===== src/rtl/cwa_pkg.sv =====
package cwa_pkg;

    typedef enum logic [2:0] {
        ST_IDLE     = 3'd0,
        ST_HOLD_T1  = 3'd1,
        ST_MEASURE  = 3'd2,
        ST_QUIET    = 3'd3,
        ST_ACCEPTED = 3'd4,
        ST_DRAIN    = 3'd5
    } cwa_state_e;

    typedef struct packed {
        cwa_state_e state;
        logic       mute;
        logic       fsk;
        logic       valid;
    } cwa_ctl_t;

    localparam cwa_ctl_t CWA_CTL_RST = '{state: ST_IDLE, mute: 1'b0, fsk: 1'b0, valid: 1'b0};

endpackage


===== src/rtl/cwa_det_sampler.sv =====
// Synchronises the detector level and tracks its value at the previous tick.
module cwa_det_sampler #(
    parameter int SYNC_STAGES = 2
) (
    input  logic clk_i,
    input  logic rst_i,
    input  logic det_i,
    input  logic tick_i,
    output logic det_lvl_o,
    output logic det_rise_o
);

    logic [SYNC_STAGES-1:0] sync_q, sync_d;
    logic                   prev_q, prev_d;

    always_comb begin
        sync_d = {sync_q[SYNC_STAGES-2:0], det_i};
        prev_d = tick_i ? sync_q[SYNC_STAGES-1] : prev_q;
    end

    always_ff @(posedge clk_i) begin
        if (rst_i) begin
            sync_q <= '0;
            prev_q <= 1'b0;
        end else begin
            sync_q <= sync_d;
            prev_q <= prev_d;
        end
    end

    assign det_lvl_o  = sync_q[SYNC_STAGES-1];
    assign det_rise_o = sync_q[SYNC_STAGES-1] & ~prev_q;

endmodule


===== src/rtl/cwa_ms_timer.sv =====
// Saturating millisecond counter; el_o is the value after the next step.
module cwa_ms_timer #(
    parameter int CNT_W = 8
) (
    input  logic             clk_i,
    input  logic             rst_i,
    input  logic             clr_i,
    input  logic             step_i,
    output logic [CNT_W-1:0] el_o
);

    localparam logic [CNT_W-1:0] CNT_TOP = '1;

    logic [CNT_W-1:0] cnt_q, cnt_d;

    assign el_o = (cnt_q == CNT_TOP) ? CNT_TOP : cnt_q + 1'b1;

    always_comb begin
        cnt_d = cnt_q;
        if (clr_i) begin
            cnt_d = '0;
        end else if (step_i) begin
            cnt_d = el_o;
        end
    end

    always_ff @(posedge clk_i) begin
        if (rst_i) begin
            cnt_q <= '0;
        end else begin
            cnt_q <= cnt_d;
        end
    end

endmodule


===== src/rtl/cwa_qualifier.sv =====
module cwa_qualifier
    import cwa_pkg::*;
#(
    parameter int T1_MS       = 15,
    parameter int T3_MS       = 27,
    parameter int TMAX_MS     = 65,
    parameter int QUIET_MS    = 50,
    parameter int SYNC_STAGES = 2
) (
    input  logic clk_i,
    input  logic rst_i,
    input  logic det_i,
    input  logic tick_i,
    input  logic done_i,
    output logic mute_o,
    output logic fsk_mode_o,
    output logic alert_valid_o
);

    localparam int LIMIT = (TMAX_MS > QUIET_MS) ? TMAX_MS : QUIET_MS;
    localparam int CNT_W = $clog2(LIMIT + 1) + 1;

    localparam logic [CNT_W-1:0] T1_L    = CNT_W'(T1_MS);
    localparam logic [CNT_W-1:0] T3_L    = CNT_W'(T3_MS);
    localparam logic [CNT_W-1:0] TMAX_L  = CNT_W'(TMAX_MS);
    localparam logic [CNT_W-1:0] QUIET_L = CNT_W'(QUIET_MS);

    cwa_ctl_t         ctl_q, ctl_d;
    logic             det_lvl, det_rise;
    logic             tmr_clr, tmr_step;
    logic [CNT_W-1:0] el;
    cwa_state_e       arm_state;
    logic             arm_mute;

    cwa_det_sampler #(.SYNC_STAGES(SYNC_STAGES)) u_sampler (
        .clk_i      (clk_i),
        .rst_i      (rst_i),
        .det_i      (det_i),
        .tick_i     (tick_i),
        .det_lvl_o  (det_lvl),
        .det_rise_o (det_rise)
    );

    cwa_ms_timer #(.CNT_W(CNT_W)) u_timer (
        .clk_i  (clk_i),
        .rst_i  (rst_i),
        .clr_i  (tmr_clr),
        .step_i (tmr_step),
        .el_o   (el)
    );

    // With no pre-mute delay the rising sample enters the measurement muted.
    generate
        if (T1_MS == 0) begin : g_mute_at_rise
            assign arm_state = ST_MEASURE;
            assign arm_mute  = 1'b1;
        end else begin : g_mute_after_t1
            assign arm_state = ST_HOLD_T1;
            assign arm_mute  = 1'b0;
        end
    endgenerate

    always_comb begin
        ctl_d       = ctl_q;
        ctl_d.valid = 1'b0;
        tmr_clr     = 1'b0;
        tmr_step    = 1'b0;
        unique case (ctl_q.state)
            ST_IDLE: begin
                tmr_clr    = 1'b1;
                ctl_d.mute = 1'b0;
                ctl_d.fsk  = 1'b0;
                if (tick_i && det_rise) begin
                    ctl_d.state = arm_state;
                    ctl_d.mute  = arm_mute;
                end
            end
            ST_HOLD_T1: begin
                if (tick_i) begin
                    if (!det_lvl) begin
                        ctl_d.state = ST_IDLE;
                        tmr_clr     = 1'b1;
                    end else begin
                        tmr_step = 1'b1;
                        if (el >= T1_L) begin
                            ctl_d.state = ST_MEASURE;
                            ctl_d.mute  = 1'b1;
                        end
                    end
                end
            end
            ST_MEASURE: begin
                if (tick_i) begin
                    if (!det_lvl) begin
                        tmr_clr = 1'b1;
                        if (el < T3_L) begin
                            ctl_d.state = ST_IDLE;
                            ctl_d.mute  = 1'b0;
                        end else begin
                            ctl_d.state = ST_QUIET;
                            ctl_d.fsk   = 1'b1;
                        end
                    end else begin
                        tmr_step = 1'b1;
                        if (el >= TMAX_L) begin
                            ctl_d.state = ST_DRAIN;
                            ctl_d.mute  = 1'b0;
                        end
                    end
                end
            end
            ST_QUIET: begin
                if (tick_i) begin
                    if (det_lvl) begin
                        ctl_d.state = ST_IDLE;
                        ctl_d.mute  = 1'b0;
                        ctl_d.fsk   = 1'b0;
                        tmr_clr     = 1'b1;
                    end else if (el >= QUIET_L) begin
                        ctl_d.state = ST_ACCEPTED;
                        ctl_d.valid = 1'b1;
                        tmr_clr     = 1'b1;
                    end else begin
                        tmr_step = 1'b1;
                    end
                end
            end
            ST_ACCEPTED: begin
                tmr_clr = 1'b1;
                if (done_i) begin
                    ctl_d.state = ST_IDLE;
                    ctl_d.mute  = 1'b0;
                    ctl_d.fsk   = 1'b0;
                end
            end
            ST_DRAIN: begin
                if (tick_i) begin
                    if (!det_lvl) begin
                        ctl_d.state = ST_IDLE;
                        tmr_clr     = 1'b1;
                    end else begin
                        tmr_step = 1'b1;
                    end
                end
            end
            default: begin
                ctl_d   = CWA_CTL_RST;
                tmr_clr = 1'b1;
            end
        endcase
    end

    always_ff @(posedge clk_i) begin
        if (rst_i) begin
            ctl_q <= CWA_CTL_RST;
        end else begin
            ctl_q <= ctl_d;
        end
    end

    assign mute_o        = ctl_q.mute;
    assign fsk_mode_o    = ctl_q.fsk;
    assign alert_valid_o = ctl_q.valid;

endmodule


===== config.mk =====
export PLATFORM = sky130hd
export DESIGN_NAME = cwa_qualifier
export DESIGN_NICKNAME = d
export VERILOG_FILES = /design/src/rtl/cwa_pkg.sv /design/src/rtl/cwa_det_sampler.sv /design/src/rtl/cwa_ms_timer.sv /design/src/rtl/cwa_qualifier.sv
export SDC_FILE = /design/constraint.sdc
export NUM_CORES = 1
export LEC_CHECK = 0
export CORE_ASPECT_RATIO = 0.7
export CORE_MARGIN = 3
export CORE_UTILIZATION = 60
export CTS_BUF_LIST = sky130_fd_sc_hd__clkbuf_4
export DETAILED_ROUTE_END_ITERATION = 10
export HOLD_SLACK_MARGIN = 0.08
export PLACE_DENSITY = 0.76
export SYNTH_ARGS = -nofsm -noshare
export SYNTH_HDL_FRONTEND = slang
export SYNTH_SLANG_ARGS = --single-unit

===== constraint.sdc =====
create_clock -name clk_i -period 2.4 [get_ports clk_i]
set_input_delay 0.24 -clock clk_i [delete_from_list [all_inputs] [get_ports clk_i]]
set_output_delay 0.24 -clock clk_i [all_outputs]
set_load 0.02 [all_outputs]

==> results_dict.tcl <==
set metrics [dict create \
    r2r_cells 7 \
    die_x_um 63.6 \
    routedWlPerCell_um 16.7 \
    synthFlopType "dfxtp_1" \
    crit_start "u_timer.cnt_q[0]" \
    period_needed_ps 2270 \
    async_flop_share_pct 0 \
    cp_data_required_time_ps 2620 \
    clock_path_buffers 2 \
    grt_pass1_vias 1201 \
    critPathLaunchType "register" \
    ys_types 60 \
    fin_util_pct 76.6 \
    syn_area_per_cell_um2 8.14 \
    ios 8 \
    period_share_pct 94.7 \
    insertion_delay_ps 300 \
    drtAntennaViolNets 0 \
    place_inst 204 \
    seq_area_frac_synth_pct 24.5 \
    vdd_drop_max_mv 0.428 \
    max_freq_ghz 0.440 \
    grt_max_degree 14 \
    max_stage_delay_ps 390 \
    drc 0 \
    die_h_um 46.3 \
    crit_slowest_cell "dfxtp_4" \
    outcome "finished, final reports clean" \
    yosysWarnings 0 \
    cts_tree "done" \
    vias 1371 \
    grt_usage_pct 25.7 \
    avgViaCountPerCell 6.59 \
    cp.arrival_ps 2490 \
    ctsHtreeMaxLevel 1 \
    critPathMaxFanout 8 \
    dieArea_um2 2940 \
    cts_buffers 3 \
    path_buf_inv 1 \
    final_layout_size_suffix_gt1_share_pct 21.3 \
    min_path_type "reg2reg" \
    grt_first_pass_wirelength_um 5780 \
    grt_antenna_before_repair 0 \
    cts.sinks 17 \
    dp_worst_setup_slack_ps -26.5 \
    maxCapViolations 0 \
    finalHoldViolCount 0 \
    start_util_pct 69.0 \
    power_density_nw_per_um2 546 \
    worstSetupPathType "reg2reg" \
    syn2layout_area_growth_pct 11.1 \
    diodes 0 \
    timing.rr.start "u_timer.cnt_q[0]" \
    cts-root-buf "clkbuf_4" \
    core_um2 2020 \
    numPortBuffers 7 \
    stdcell_count 208 \
    setup_viol 0 \
    cpLargestDelayFamily "compound AO/OA/AOI/OAI gates" \
    ys_seq_elements 17 \
    final_common_cell "nor2_1" \
    syn-num-nets 179 \
    timing.critical_path.to_type "register" \
    fin_ws_ps 127 \
    fin_area_um2 1550 \
    crit_path_end "u_timer.cnt_q[4]" \
    synth_cells 171 \
    nNetsFinal 187 \
    drtIter0Drc 206 \
    r2r_setup_slack_ps 130 \
    path_depth 7 \
    ctsHoldBuffers 0 \
    row_count 13 \
    gr-total-overflow 0 \
    finalClockSkew_ps 2.08 \
    crit_chain "inv_1 -> ha_1 -> or2_4 -> o31ai_2 -> nand4_1 -> a21o_1 -> a311oi_1" \
    dpl-instance-area_um2 1480 \
    clk_pin_slew_worst_paths_ps 110 \
    drv_slew 0 \
    r2r-end "u_timer.cnt_q[4]" \
    hpwl_um 2490 \
    post-cts-setup-buffers 0 \
    p_leak_nw 0.533 \
    relSlewSlack_pct 66.1 \
    tightest_slew_ps 504 \
    synth_edf_count 0 \
    dr.pass1.iters 4 \
    globalplace.congestion 0.882 \
    drt-total-wl_um 3480 \
    syn_area_um2 1390 \
    layout_common_cells "16 x nor2_1, 15 x dfxtp_1, 12 x a21oi_1" \
]
[cell type report]
type                       count  area (um^2)
multi-input combinational    133          965
fill                         160          472
sequential                    17          345
timing repair buffer          16          138
tap                           30         37.5
inverter                       8         30.0
clock buffer                   3         22.5
clock inverter                 1         7.51
[routing by layer]
metal / track usage, % / wire length (um) / vias to the layer above
li1: - / - / 652
met1: 36.2 / 1600 / 647
met2: 38.8 / 1510 / 65
met3: 7.32 / 328 / 7
met4: 6.44 / 39 / 0
met5: 0 / 0 / -
[synthesized netlist by cell type, drive strengths merged, types with 3 or more instances]
library cell	number	share of area, %
ha	3	2.7
nand2b	6	2.7
and3	7	3.5
a31o	3	1.9
nand3	7	3.2
nor3	8	3.2
buf	11	5.8
nand4	3	1.3
inv	8	2.2
a21oi	14	5.3
mux2i	5	3.6
o31ai	4	2.5
dfxtp	17	24
a31oi	6	5.3
a211oi	6	3.2
o21ai	3	1.1
nor2b	4	1.8
nor2	19	5.5
nand2	7	2.1
[registers in the layout (all words and copies together), names as in the netlist]
signal and cells:
alert_valid_o 1, fsk_mode_o 1, mute_o 1, u_sampler.prev_q 1
u_sampler.sync_q 2, u_timer.cnt_q 8, ctl_q 3
[cell families after synthesis]
group / synth area share (%)
XOR/XNOR: 1.89
flip-flops: 24.5
buffers and inverters: 8.54
adder cells (fa/ha/maj): 2.70
AND/OR/NAND/NOR: 28.8
AO/OA/AOI/OAI: 28.4
multiplexers: 5.22
[through the flow]
stage | hold slack [ps] | TNS [ps] | power (mW)
after floorplan | 368 | 0 | 0.597
after global placement | 420 | -3.46 | 0.664
after detailed placement | 446 | -26.5 | 0.667
after CTS | 467 | 0 | 0.836
after global routing | 474 | -18.8 | 0.892
final | 466 | 0 | 0.843
[power breakdown]
group / leakage, nW / switching, mW / internal, mW / total, mW
combinational: 0.380 / 0.197 / 0.144 / 0.341
sequential: 0.139 / 0.0327 / 0.302 / 0.334
clock: 0.0139 / 0.104 / 0.0636 / 0.168
total: 0.533 / 0.334 / 0.509 / 0.843
[what timing repair did]
action                                  4_1_cts  5_1_grt
endpoints found under the setup margin        2       10
gates resized for setup                       2        7
pin swaps                                     0        0
cloned                                        0        0
[how the worst min path moves through the flow]
stage / startpoint / end / slack [ps] / cells after the start
after detailed placement: u_sampler.sync_q[0] / u_sampler.sync_q[1] / 450 / 1
after global routing: det_i / u_sampler.sync_q[0] / 470 / 2
after floorplan: det_i / u_sampler.sync_q[0] / 370 / 1
after CTS: det_i / u_sampler.sync_q[0] / 470 / 2
final: u_sampler.sync_q[0] / u_sampler.sync_q[1] / 470 / 1
after global placement: u_sampler.sync_q[0] / u_sampler.sync_q[1] / 420 / 1
No activity file was read; power rests on OpenSTA's default activity.
